### src/rtl/ilvc_pkg.sv
package ilvc_pkg;

    typedef enum logic {
        GEN_FEEDFWD   = 1'b0,
        GEN_RECURSIVE = 1'b1
    } gen_mode_e;

    typedef struct packed {
        logic a;
        logic b;
    } code_pair_t;

    typedef struct packed {
        logic       fb;
        code_pair_t code;
    } enc_step_t;

    // One coding step from the current bit and the two delay-line taps.
    function automatic enc_step_t enc_step(gen_mode_e m, logic x, logic t1, logic t2);
        enc_step_t r;
        if (m == GEN_RECURSIVE) begin
            r.fb     = x ^ t1 ^ t2;
            r.code.a = x;
            r.code.b = r.fb ^ t2;
        end else begin
            r.fb     = x;
            r.code.a = x ^ t1 ^ t2;
            r.code.b = x ^ t2;
        end
        return r;
    endfunction

endpackage

### src/rtl/ilvc_dline.sv
module ilvc_dline #(
    parameter int W     = 1,
    parameter int DEPTH = 2
) (
    input  logic         clk,
    input  logic         rst,
    input  logic         en,
    input  logic [W-1:0] d,
    output logic [W-1:0] q
);
    generate
        if (DEPTH == 0) begin : g_pass
            assign q = d;
        end else begin : g_line
            logic [W-1:0] stg [DEPTH];
            always_ff @(posedge clk) begin
                if (rst) begin
                    for (int i = 0; i < DEPTH; i++) stg[i] <= '0;
                end else if (en) begin
                    for (int i = DEPTH - 1; i > 0; i--) stg[i] <= stg[i-1];
                    stg[0] <= d;
                end
            end
            assign q = stg[DEPTH-1];
        end
    endgenerate
endmodule

### src/rtl/ilvc_core.sv
module ilvc_core
    import ilvc_pkg::*;
#(
    parameter int        ILV  = 2,
    parameter gen_mode_e MODE = GEN_FEEDFWD
) (
    input  logic       clk,
    input  logic       rst,
    input  logic       in_vld,
    input  logic       in_bit,
    output code_pair_t pair,
    output logic       pair_vld
);
    logic      tap1, tap2;
    enc_step_t eo;

    assign eo = enc_step(MODE, in_bit, tap1, tap2);

    // Two I-stage lines in series give the D^I and D^2I taps.
    ilvc_dline #(.W(1), .DEPTH(ILV)) u_line1 (
        .clk(clk), .rst(rst), .en(in_vld), .d(eo.fb), .q(tap1)
    );
    ilvc_dline #(.W(1), .DEPTH(ILV)) u_line2 (
        .clk(clk), .rst(rst), .en(in_vld), .d(tap1), .q(tap2)
    );

    always_ff @(posedge clk) begin
        if (rst) begin
            pair     <= '0;
            pair_vld <= 1'b0;
        end else begin
            pair_vld <= in_vld;
            pair     <= in_vld ? eo.code : '0;
        end
    end

    // idle cycles leave both taps untouched
    assert_idle_hold_R5: assert property (@(posedge clk) disable iff (rst)
        !in_vld |=> ($stable(tap1) && $stable(tap2)));

    generate
        if (MODE == GEN_RECURSIVE) begin : g_sys_chk
            // the first code bit is the information bit itself
            assert_systematic_R2: assert property (@(posedge clk) disable iff (rst)
                in_vld |=> (pair.a == $past(in_bit)));
        end
    endgenerate
endmodule

### src/rtl/ilvc_ser.sv
module ilvc_ser (
    input  logic clk,
    input  logic rst,
    input  logic a,
    input  logic a_vld,
    input  logic b,
    input  logic b_vld,
    output logic ser_bit,
    output logic ser_vld
);
    logic pend_v, pend_b;

    always_ff @(posedge clk) begin
        if (rst) begin
            ser_bit <= 1'b0;
            ser_vld <= 1'b0;
            pend_v  <= 1'b0;
            pend_b  <= 1'b0;
        end else if (pend_v) begin
            ser_bit <= pend_b;
            ser_vld <= 1'b1;
            pend_v  <= 1'b0;
        end else if (a_vld) begin
            ser_bit <= a;
            ser_vld <= 1'b1;
            pend_v  <= b_vld;
            pend_b  <= b;
        end else if (b_vld) begin
            ser_bit <= b;
            ser_vld <= 1'b1;
        end else begin
            ser_bit <= 1'b0;
            ser_vld <= 1'b0;
        end
    end

    // the slot after a parked second bit must be free of new code bits
    assert_ser_cadence_R8: assert property (@(posedge clk) disable iff (rst)
        pend_v |-> !(a_vld || b_vld));

    // a parked second bit is only present right after a first bit was sent
    assert_ser_pair_R8: assert property (@(posedge clk) disable iff (rst)
        pend_v |-> ser_vld);
endmodule

### src/rtl/ilvc_enc.sv
module ilvc_enc
    import ilvc_pkg::*;
#(
    parameter int        ILV    = 2,
    parameter int        XDLY   = 2,
    parameter gen_mode_e MODE   = GEN_FEEDFWD,
    parameter bit        SERIAL = 1'b0
) (
    input  logic clk,
    input  logic rst,
    input  logic in_vld,
    input  logic in_bit,
    output logic code_a,
    output logic code_a_vld,
    output logic code_b,
    output logic code_b_vld,
    output logic ser_bit,
    output logic ser_vld
);
    localparam int SKEW_W = 2;

    code_pair_t        pair;
    logic              pair_vld;
    logic [SKEW_W-1:0] skew_q;

    ilvc_core #(.ILV(ILV), .MODE(MODE)) u_core (
        .clk(clk), .rst(rst), .in_vld(in_vld), .in_bit(in_bit),
        .pair(pair), .pair_vld(pair_vld)
    );

    // Second stream skew: free-running, counted in clock cycles.
    ilvc_dline #(.W(SKEW_W), .DEPTH(XDLY)) u_skew (
        .clk(clk), .rst(rst), .en(1'b1), .d({pair.b, pair_vld}), .q(skew_q)
    );

    assign code_a     = pair.a;
    assign code_a_vld = pair_vld;
    assign code_b     = skew_q[1];
    assign code_b_vld = skew_q[0];

    generate
        if (SERIAL) begin : g_ser
            ilvc_ser u_ser (
                .clk(clk), .rst(rst),
                .a(code_a), .a_vld(code_a_vld),
                .b(code_b), .b_vld(code_b_vld),
                .ser_bit(ser_bit), .ser_vld(ser_vld)
            );
        end else begin : g_par
            assign ser_bit = 1'b0;
            assign ser_vld = 1'b0;
        end
    endgenerate

    // one cycle after reset no strobe is active
    assert_reset_quiet_R7: assert property (@(posedge clk)
        rst |=> (!code_a_vld && !code_b_vld && !ser_vld));

    // a first-bit strobe needs an accepted input one edge earlier
    assert_a_follows_in_R4: assert property (@(posedge clk) disable iff (rst)
        !in_vld |=> !code_a_vld);
endmodule

### config.mk
export PLATFORM = sky130hd
export DESIGN_NAME = ilvc_enc
export DESIGN_NICKNAME = d
export VERILOG_FILES = /design/src/rtl/ilvc_pkg.sv /design/src/rtl/ilvc_dline.sv /design/src/rtl/ilvc_core.sv /design/src/rtl/ilvc_ser.sv /design/src/rtl/ilvc_enc.sv
export SDC_FILE = /design/constraint.sdc
export NUM_CORES = 1
export LEC_CHECK = 0
export ABC_CLOCK_PERIOD_IN_PS = 840
export BUFFER_PORTS_ARGS = -buffer_cell sky130_fd_sc_hd__buf_4
export CAP_MARGIN = 20
export CORE_AREA = 2 2 39 41
export CTS_CLUSTER_SIZE = 14
export DETAILED_ROUTE_END_ITERATION = 12
export DIE_AREA = 0 0 41 43
export PLACE_DENSITY_LB_ADDON = 0.08
export SYNTH_ARGS = -nofsm -noshare
export SYNTH_HDL_FRONTEND = slang
export SYNTH_SLANG_ARGS = --single-unit
### constraint.sdc
create_clock -name clk -period 0.84 [get_ports clk]
set_input_delay 0 -clock clk [delete_from_list [all_inputs] [get_ports clk]]
set_output_delay 0 -clock clk [all_outputs]
set_load 0.01 [all_outputs]
==> flow_summary.ini <==
[yosys]
syn_avg_cell_area_um2 = 13.37
syn_area_um2 = 387.9
ys_seq_area_frac = 0.6710
yosys-top-cells-area = dfxtp_1 (36%), edfxtp_1 (31%), nor2b_1 (6.5%)
synth_area_leader_cell = dfxtp_1
yosys.area.top_type_share = 0.3613
synth_cell_types = 13
synth.ff_latch_count = 11
synth_cells = 29
ys_warn_count = 0

[route]
drcViolationCount = 0
ant_nets = 0
drt_iter0_markers = 0
first_pass_iters = 1
vias = 214
routed_via_density = 3.821
wire_per_inst_um = 9.857
drt_wl_total_um = 552

[floorplan]
rows = 14
start_util = 0.2803
die-height_um = 43
die_x_um = 41
core_area_mm2 = 0.001384
dieArea_mm2 = 0.001763
io_pins = 10

[sta]
max_freq_mhz = 1094
rsz0062_at_grt = true
final.setup.tns_ns = -0.07386
finClkSkew_ns = 0.001810
drv_slew = 0
period_needed_ns = 0.9139
worst_slack_ns = -0.07386
finalSetupViolations = 1
timing.hold.ws_ns = 0.02021
hold_violations = 0
fin_crit_sh = 1.088

[setup_path]
cp_data_required_time_ns = 1.00
startpoint_type = register
worstPathArrival_ns = 1.08
crit_path_end_kind = register
critPathKind = register to register
r2r_cells = 2
r2r_end = u_core.pair[1]$_SDFF_PP0_
timing.rr.start = u_core.u_line1.g_line.stg[0][1]$_SDFFCE_PN0P_
rrSetupSlack_ns = -0.07
crit_fanout = 2

[global_route]
grt_pass1_vias = 228
grt_overflow_total = 0
grtUsageMet3 = 0.06283
busiest_layer = met2
grt_use_total = 0.09350
grt_start_max_net_pins = 7
grt_pass1_wl_um = 993
met1_usage = 0.1037
antenna_found_initial = 0
use_met2 = 0.1250

[clock_network]
cts_root_buf = clkbuf_4
clock_sinks = 11
cts_resized = 0
cts_setup_buffers = 0
numCtsBuffers = 3
clockBufferDepth = 2
h-tree-depth = 1
clk_latency_ns = 0.26
clk_pin_slew_ns = 0.07
tritoncts = done

[run_status]
violations = setup timing
status = finished with violations

[layout]
drive_gt1_frac = 0.3250
fin_nets = 45
stdcell_count = 56
antennaDiodeCount = 0
post-route-util = 0.3508
area_growth_pct = 25.16
final_area_um2 = 485.5

[pwr]
p_int_mw = 0.8134
vdd_drop_max_uv = 707.7
switching_share = 0.2028
p_leak_nw = 0.2174
p_comb_frac = 0.083
seq_power_share = 0.578
pwr-share-clk = 0.339
powerDensity_mw_per_mm2 = 2102
total_power_mw = 1.020
p_sw_mw = 0.2070

[placement]
hpwl_um = 425.1
dp.cells = 51
gp_congestion = 0.6427
io_buffers = 7
pre_cts_ws_ns = -0.04134
place_area_um2 = 449.2

[run]
max_cap_violations = 0

[min_path]
min_to = u_core.pair[1]$_SDFF_PP0_
holdCritPathClass = input port to register
worstHoldStart = in_vld
holdPathStages = 3
-- metal layers --
metal  vias to the layer above  wire (µm)
met5                         -          0
met4                         0          0
met3                         0         25
met2                         4        286
met1                       101        240
li1                        109          -
-- worst max-delay path by stage --
stage | endpoint | start | slack, ns | cells past startpoint
floorplan | u_core.pair[1]$_SDFF_PP0_ | u_core.u_line1.g_line.stg[0][1]$_SDFFCE_PN0P_ | -0.01 | 2
global placement | u_core.pair[1]$_SDFF_PP0_ | u_core.u_line1.g_line.stg[0][1]$_SDFFCE_PN0P_ | -0.02 | 2
detailed placement | u_core.pair[1]$_SDFF_PP0_ | u_core.u_line1.g_line.stg[0][1]$_SDFFCE_PN0P_ | -0.04 | 2
CTS | u_core.pair[1]$_SDFF_PP0_ | u_core.u_line1.g_line.stg[0][1]$_SDFFCE_PN0P_ | -0.07 | 2
global route | u_core.pair[1]$_SDFF_PP0_ | u_core.u_line1.g_line.stg[0][1]$_SDFFCE_PN0P_ | -0.11 | 2
finish | u_core.pair[1]$_SDFF_PP0_ | u_core.u_line1.g_line.stg[0][1]$_SDFFCE_PN0P_ | -0.07 | 2
-- critical path: stages (launching register included) --
cell and delay, ns:
edfxtp_1 0.40, xnor3_1 0.38, nor2_1 0.04
-- registers in the layout, summed over array words and instances, names as in the netlist --
| signal | cells |
|---|---|
| u_core.u_line2.g_line.stg | 2 |
| u_core.pair | 2 |
| u_core.pair_vld | 1 |
| u_skew.g_line.stg | 4 |
| u_core.u_line1.g_line.stg | 2 |
-- cell families after synthesis --
| kind of cell | synth area share |
|---|---|
| DFF | 0.6710 |
| other | 0.009668 |
| xor gates and xnor gates | 0.08065 |
| and+or+nand+nor | 0.1903 |
| buffers and inverters | 0.04837 |
-- cells in the mapped netlist --
master and n:
dfxtp_1 7, conb_1 1, and2_1 3, buf_4 2, nor2b_1 4, inv_1 1, and2_2 1, nor2_1 2
xnor2_1 1, nand2b_2 1, or2_2 1, xnor3_1 1, edfxtp_1 4
-- layout by cell type, fill, tap and decap left out --
| cell type | netlist | routed |
|---|---|---|
| dlygate4sd3_1 | 0 | 1 |
| edfxtp_1 | 4 | 4 |
| clkbuf_4 | 0 | 3 |
| dfxtp_1 | 7 | 7 |
| xnor2_1 | 1 | 1 |
| or2_2 | 1 | 1 |
| xnor3_1 | 1 | 1 |
| and2_1 | 3 | 3 |
| clkbuf_1 | 0 | 1 |
| nor2_1 | 2 | 2 |
| conb_1 | 1 | 2 |
| inv_1 | 1 | 1 |
| nor2b_1 | 4 | 4 |
| nand2b_2 | 1 | 1 |
| and2_2 | 1 | 1 |
| buf_4 | 2 | 7 |
-- power by group through the flow --
stage                     Combinational [mW]  Clock [mW]  Sequential, mW
after floorplan                       0.0498           0           0.603
after global placement                0.0809           0           0.601
after detailed placement              0.0826           0           0.602
after CTS                             0.0860       0.358           0.590
after global routing                  0.0943       0.399           0.594
final                                 0.0844       0.346           0.590
-- area by class of cell --
type	instances	area [µm²]
Fill cell	143	898.4
Inverter	1	3.754
Clock buffer	4	26.28
Multi-Input combinational cell	16	112.6
Tap cell	16	20.02
Sequential cell	11	260.3
Timing Repair Buffer	8	62.56
-- what timing repair did --
item                       in CTS  in global routing
setup endpoints to repair       1                  1
hold endpoints to repair        4                  0
hold buffers                    1                  0
Note: power is estimated with default switching activity, not from simulation.
